**src/rtl/bsc_pkg.sv**
```systemverilog
package bsc_pkg;

    // Test mode codes as presented by the instruction decoder
    localparam logic [2:0] MODE_FUNC   = 3'd0;
    localparam logic [2:0] MODE_SAMPLE = 3'd1;
    localparam logic [2:0] MODE_EXTEST = 3'd2;
    localparam logic [2:0] MODE_CLAMP  = 3'd3;
    localparam logic [2:0] MODE_HIGHZ  = 3'd4;

    // Source selected for every pad buffer
    typedef enum logic [1:0] {
        SRC_CORE  = 2'd0,
        SRC_LATCH = 2'd1,
        SRC_OFF   = 2'd2
    } pad_src_e;

endpackage

```
**src/rtl/bsc_bypass.sv**
```systemverilog
module bsc_bypass (
    input  logic tck,
    input  logic trst_n,
    input  logic enable,
    input  logic capture_dr,
    input  logic shift_dr,
    input  logic tdi,
    output logic byp_q
);

    always_ff @(posedge tck or negedge trst_n) begin
        if (!trst_n) begin
            byp_q <= 1'b0;
        end else if (enable && capture_dr) begin
            byp_q <= 1'b0;
        end else if (enable && shift_dr) begin
            byp_q <= tdi;
        end
    end

endmodule

```
**src/rtl/bsc_pin_cell.sv**
```systemverilog
module bsc_pin_cell
    import bsc_pkg::*;
(
    input  logic     tck,
    input  logic     trst_n,
    input  logic     chain_sel,
    input  logic     capture_dr,
    input  logic     shift_dr,
    input  logic     update_dr,
    input  pad_src_e pad_src,
    input  logic     core_out,
    input  logic     core_oe,
    input  logic     pad_in,
    input  logic     scan_in,
    output logic     scan_out,
    output logic     pad_out,
    output logic     pad_oe
);

    logic cap_in_q;
    logic cap_dat_q;
    logic cap_oen_q;
    logic upd_dat_q;
    logic upd_oen_q;

    // Scan stage: parallel capture or serial shift on rising tck
    always_ff @(posedge tck or negedge trst_n) begin
        if (!trst_n) begin
            cap_in_q  <= 1'b0;
            cap_dat_q <= 1'b0;
            cap_oen_q <= 1'b0;
        end else if (chain_sel && capture_dr) begin
            cap_in_q  <= pad_in;
            cap_dat_q <= core_out;
            cap_oen_q <= ~core_oe;
        end else if (chain_sel && shift_dr) begin
            cap_oen_q <= scan_in;
            cap_dat_q <= cap_oen_q;
            cap_in_q  <= cap_dat_q;
        end
    end

    assign scan_out = cap_in_q;

    // Update latches: loaded on falling tck
    always_ff @(negedge tck or negedge trst_n) begin
        if (!trst_n) begin
            upd_dat_q <= 1'b0;
            upd_oen_q <= 1'b1;
        end else if (chain_sel && update_dr) begin
            upd_dat_q <= cap_dat_q;
            upd_oen_q <= cap_oen_q;
        end
    end

    // Pad driver selection
    always_comb begin
        unique case (pad_src)
            SRC_CORE: begin
                pad_out = core_out;
                pad_oe  = core_oe;
            end
            SRC_LATCH: begin
                pad_out = upd_dat_q;
                pad_oe  = ~upd_oen_q;
            end
            default: begin
                pad_out = 1'b0;
                pad_oe  = 1'b0;
            end
        endcase
    end

    AST_SHIFT_STEP: assert property (@(posedge tck) disable iff (!trst_n)
        (chain_sel && shift_dr && !capture_dr) |=>
        (cap_in_q == $past(cap_dat_q) && cap_oen_q == $past(scan_in)));

    AST_LATCH_HOLD: assert property (@(posedge tck) disable iff (!trst_n)
        !$past(chain_sel && update_dr) |->
        ($stable(upd_dat_q) && $stable(upd_oen_q)));

endmodule

```
**src/rtl/bsc_chain.sv**
```systemverilog
module bsc_chain
    import bsc_pkg::*;
#(
    parameter int NUM_PINS = 8
) (
    input  logic                tck,
    input  logic                trst_n,
    input  logic [2:0]          mode_sel,
    input  logic                capture_dr,
    input  logic                shift_dr,
    input  logic                update_dr,
    input  logic                tdi,
    output logic                tdo,
    input  logic [NUM_PINS-1:0] core_out,
    input  logic [NUM_PINS-1:0] core_oe,
    input  logic [NUM_PINS-1:0] pad_in,
    output logic [NUM_PINS-1:0] pad_out,
    output logic [NUM_PINS-1:0] pad_oe
);

    pad_src_e            pad_src;
    logic                chain_sel;
    logic                byp_q;
    logic [NUM_PINS:0]   link;

    // Mode decode
    always_comb begin
        pad_src   = SRC_CORE;
        chain_sel = 1'b0;
        unique case (mode_sel)
            MODE_SAMPLE: chain_sel = 1'b1;
            MODE_EXTEST: begin
                chain_sel = 1'b1;
                pad_src   = SRC_LATCH;
            end
            MODE_CLAMP:  pad_src = SRC_LATCH;
            MODE_HIGHZ:  pad_src = SRC_OFF;
            default:     pad_src = SRC_CORE;
        endcase
        if (!trst_n) begin
            pad_src = SRC_CORE;
        end
    end

    assign link[NUM_PINS] = tdi;

    for (genvar p = 0; p < NUM_PINS; p++) begin : g_pin
        bsc_pin_cell u_cell (
            .tck        (tck),
            .trst_n     (trst_n),
            .chain_sel  (chain_sel),
            .capture_dr (capture_dr),
            .shift_dr   (shift_dr),
            .update_dr  (update_dr),
            .pad_src    (pad_src),
            .core_out   (core_out[p]),
            .core_oe    (core_oe[p]),
            .pad_in     (pad_in[p]),
            .scan_in    (link[p+1]),
            .scan_out   (link[p]),
            .pad_out    (pad_out[p]),
            .pad_oe     (pad_oe[p])
        );
    end

    bsc_bypass u_bypass (
        .tck        (tck),
        .trst_n     (trst_n),
        .enable     (!chain_sel),
        .capture_dr (capture_dr),
        .shift_dr   (shift_dr),
        .tdi        (tdi),
        .byp_q      (byp_q)
    );

    assign tdo = chain_sel ? link[0] : byp_q;

    AST_HIGHZ_FLOAT: assert property (@(posedge tck) disable iff (!trst_n)
        (mode_sel == MODE_HIGHZ) |-> (pad_oe == '0));

    AST_FUNC_PASS: assert property (@(posedge tck) disable iff (!trst_n)
        (mode_sel == MODE_FUNC) |-> (pad_out == core_out && pad_oe == core_oe));

    AST_BYPASS_PATH: assert property (@(posedge tck) disable iff (!trst_n)
        (!chain_sel && shift_dr && !capture_dr) ##1 !chain_sel |->
        (tdo == $past(tdi)));

    AST_RESET_CORE: assert property (@(negedge tck)
        !trst_n |-> (pad_out == core_out && pad_oe == core_oe));

endmodule

```
**config.mk**
```make
export PLATFORM = sky130hd
export DESIGN_NAME = bsc_chain
export DESIGN_NICKNAME = d
export VERILOG_FILES = /design/src/rtl/bsc_pkg.sv /design/src/rtl/bsc_bypass.sv /design/src/rtl/bsc_pin_cell.sv /design/src/rtl/bsc_chain.sv
export SDC_FILE = /design/constraint.sdc
export NUM_CORES = 1
export LEC_CHECK = 0
export BUFFER_PORTS_ARGS = -buffer_cell sky130_fd_sc_hd__buf_2
export CORE_MARGIN = 2
export CORE_UTILIZATION = 50
export CTS_CLUSTER_SIZE = 16
export DETAILED_ROUTE_END_ITERATION = 10
export HOLD_SLACK_MARGIN = 0.05
export PLACE_DENSITY = 0.74
export SLEW_MARGIN = 5
export SYNTH_ARGS = -nofsm -noshare
export SYNTH_HDL_FRONTEND = slang
export SYNTH_HIERARCHICAL = 1
export SYNTH_SLANG_ARGS = --single-unit
```
**constraint.sdc**
```tcl
create_clock -name tck -period 3.2 [get_ports tck]
set_input_delay 0.64 -clock tck [delete_from_list [all_inputs] [get_ports tck]]
set_output_delay 0.64 -clock tck [all_outputs]
set_load 0.01 [all_outputs]
```
==> results.json <==
{
  "status": "finished with violations",
  "violations": "setup timing",
  "grt_pass1_vias": 1813,
  "dp_hpwl_um": 3280,
  "start_kind": "flop",
  "clk_latency_ns": 0.35,
  "synth_common_cells": "25 x dfrtp_1, 24 x nand4bb_1, 17 x nand2b_1, 16 x mux2_1, 16 x o221a_2",
  "synth_cell_types": 22,
  "placed_area_um2": 2741,
  "regToRegSetupSlack_ns": 0.75,
  "grt_use_total_pct": 20.77,
  "min_path_type": "primary input to asynchronous set/reset pin",
  "syn_to_final_growth_pct": 28.10,
  "comb_power_share_pct": 25.9,
  "r2r-start": "g_pin[2].u_cell/cap_dat_q",
  "synthAdderAreaFrac_pct": 0,
  "cts_buffers": 5,
  "rows": 24,
  "grt_setup_unrepaired": "true",
  "die_area_um2": 5134,
  "fin_worst_skew_ns": 0.06041,
  "synthArstFlopShare_pct": 100.0,
  "internal-power_mw": 1.226,
  "synth_flop_cell": "dfrtp_1",
  "overflow": 0,
  "gp_congestion": 0.7194,
  "yosys.area_share.simple_pct": 24.55,
  "initial_utilization_pct": 52.20,
  "grt_max_degree": 51,
  "final_core_util_pct": 66.87,
  "vias_per_cell": 5.846,
  "design_power_total_mw": 1.680,
  "drive_gt1_share_pct": 43.82,
  "hold_viol": 0,
  "root_buffer": "clkbuf_8",
  "end_kind": "output port",
  "postRouteAntennaNets": 0,
  "final_max_slew_viol_count": 0,
  "peakVddDrop_uv": 289.7,
  "drc": 0,
  "muxShareOfSynthArea_pct": 12.03,
  "yosysTopAreaCellShare_pct": 27.34,
  "synth_area_leaders": "dfrtp_1 27%, nand4bb_1 12%, dfstp_2 9.2%",
  "power.density_nw_per_um2": 573.2,
  "first_iter_violations": 102,
  "tritoncts": "yes",
  "p_sw_uw": 454.6,
  "cap_violations": 0,
  "io_buffers": 49,
  "ys_ff_latch": 41,
  "io_pins": 50,
  "p_leak_nw": 1.241,
  "synth-compound-area-share_pct": 16.13,
  "p_sw_share_pct": 27.05,
  "synth_cells": 196,
  "max_slew_margin_pct": 52.52,
  "coreArea_um2": 4384,
  "synth_area_um2": 2288,
  "setup_ws_ns": -0.2243,
  "synth-edff-count": 0,
  "seqPwrFrac_pct": 47.8,
  "yosysMostFrequentCell": "dfrtp_1",
  "worstSetupPathType": "flop to output port",
  "r2r-end": "g_pin[2].u_cell/upd_dat_q",
  "first_pass_iters": 4,
  "cts_max_level": 2,
  "synth_top_family_by_area": "simple AND/OR/NAND/NOR gates",
  "yosys.area.top_type": "dfrtp_1",
  "required_ns": 2.56,
  "cts.reportedPaths.clkPinSlew_ns": 0.08,
  "synth_xor_area_share_pct": 0.3827,
  "cts_sinks": 41,
  "finalWirelength_um": 4953,
  "grt_pass1_wl_um": 8369,
  "clockBufferDepth": 2,
  "r2r.worst_path.cells": 1,
  "synth_nets": 229,
  "avgSynthCellArea_um2": 11.68,
  "antenna_cells": 0,
  "ys.warnings.count": 6,
  "tightest_slew_ns": 0.7122,
  "power_frac_clock_pct": 26.3,
  "num_vias": 1865,
  "die_h_um": 71.65,
  "die_w_um": 71.65,
  "worstPathMaxFanout": 2,
  "final_cell_area_um2": 2932,
  "ys_seq_area_share_pct": 45.27,
  "antenna_found_initial": 0,
  "routedWlPerCell_um": 15.53,
  "tns_ns": -1.993,
  "critPathArrivalTime_ns": 2.78,
  "layout.nets": 299,
  "setup-violations-final": 16
}
power groups by stage:
| stage | clock network (mW) | registers, mW | logic, mW |
|---|---|---|---|
| floorplan | 0.0313 | 0.774 | 0.266 |
| global placement | 0.0313 | 0.809 | 0.379 |
| detailed placement | 0.0313 | 0.810 | 0.387 |
| CTS | 0.451 | 0.802 | 0.417 |
| global route | 0.488 | 0.829 | 0.477 |
| finish | 0.441 | 0.804 | 0.436 |
worst max-delay path by stage:
stage                              start                   endpoint  slack (ns)  cells past startpoint
4_1_cts        g_pin[3].u_cell/upd_oen_q                  pad_oe[3]       -0.24                      3
6_report       g_pin[3].u_cell/upd_oen_q                  pad_oe[3]       -0.22                      3
5_1_grt        g_pin[5].u_cell/upd_oen_q                  pad_oe[5]       -0.29                      3
3_5_place_dp                 mode_sel[1]  g_pin[5].u_cell/upd_dat_q       -0.15                      6
3_3_place_gp                 mode_sel[1]  g_pin[1].u_cell/upd_dat_q       -0.13                      6
2_1_floorplan                mode_sel[1]  g_pin[1].u_cell/upd_dat_q       -0.51                      4
timing repair:
action / in CTS / in global routing
gates resized for setup: 2 / 7
setup endpoints to repair: 16 / 16
buffers inserted: 3 / 1
hold endpoints to repair: 0 / 0
gates cloned: 0 / 0
pin swaps: 0 / 0
hold buffers: 0 / 0
worst max-delay path: stages (launching register included):
cell	delay (ns)
dfstp_2	0.52
nand2b_4	0.11
a21oi_2	0.04
buf_2	0.16
per-stage QoR:
| step | hold slack (ns) | setup WS, ns | instances |
|---|---|---|---|
| finish | 0.3269 | -0.2243 | 319 |
| global route | 0.3412 | -0.2872 | 319 |
| floorplan | 0.3444 | -0.5079 | 196 |
| detailed placement | 0.4438 | -0.1455 | 307 |
| global placement | 0.4383 | -0.1284 | 307 |
| CTS | 0.3276 | -0.2357 | 318 |
per-layer routing:
metal	vias to the layer above	GRT usage (%)	wire length [um]
met5	-	0	0
met4	0	6.709	79
met3	8	4.079	209
met2	37	34.98	2348
met1	922	27.01	2316
li1	898	-	-
flip-flops by register name (all words and copies together), names as in the netlist:
signal	count
g_pin.u_cell/cap_dat_q	8
g_pin.u_cell/cap_oen_q	8
g_pin.u_cell/scan_out	8
g_pin.u_cell/upd_dat_q	8
g_pin.u_cell/upd_oen_q	8
u_bypass/byp_q	1
kinds of logic (layout without fill, tap and decap cells):
group	Yosys count	after routing
simple gates	78	78
flops	41	41
compound gates	41	41
mux	25	25
buf+inv	10	81
xor+xnor	1	1
layout by cell type (no fill, tap or decap), types with 2 or more instances in the layout:
| cell type | netlist | routed |
|---|---|---|
| nand4bb_1 | 24 | 24 |
| mux2_4 | 1 | 2 |
| clkbuf_8 | 0 | 5 |
| nand2b_1 | 17 | 12 |
| nor2_1 | 9 | 8 |
| a21oi_1 | 8 | 4 |
| buf_2 | 0 | 49 |
| nand2_2 | 8 | 8 |
| nand2b_4 | 0 | 5 |
| dfrtn_1 | 8 | 8 |
| buf_12 | 0 | 3 |
| buf_4 | 0 | 11 |
| o211a_1 | 8 | 8 |
| a21oi_2 | 0 | 4 |
| nand2_1 | 9 | 9 |
| mux2_1 | 16 | 15 |
| dfrtp_1 | 25 | 25 |
| inv_1 | 10 | 11 |
| mux2i_1 | 8 | 8 |
| o21a_1 | 8 | 8 |
| o221a_2 | 16 | 16 |
| nand3_1 | 8 | 8 |
| dfstp_2 | 8 | 8 |
final cells by class:
type / instances / area [um^2]
clock buffer: 5 / 68.82
clock inverter: 11 / 68.82
fill: 357 / 1453
inverter: 2 / 7.507
multi-input combinational: 145 / 1297
sequential: 41 / 1036
tap: 52 / 65.06
timing repair buffer: 63 / 387.9
Note: power is estimated with default switching activity, not from simulation.
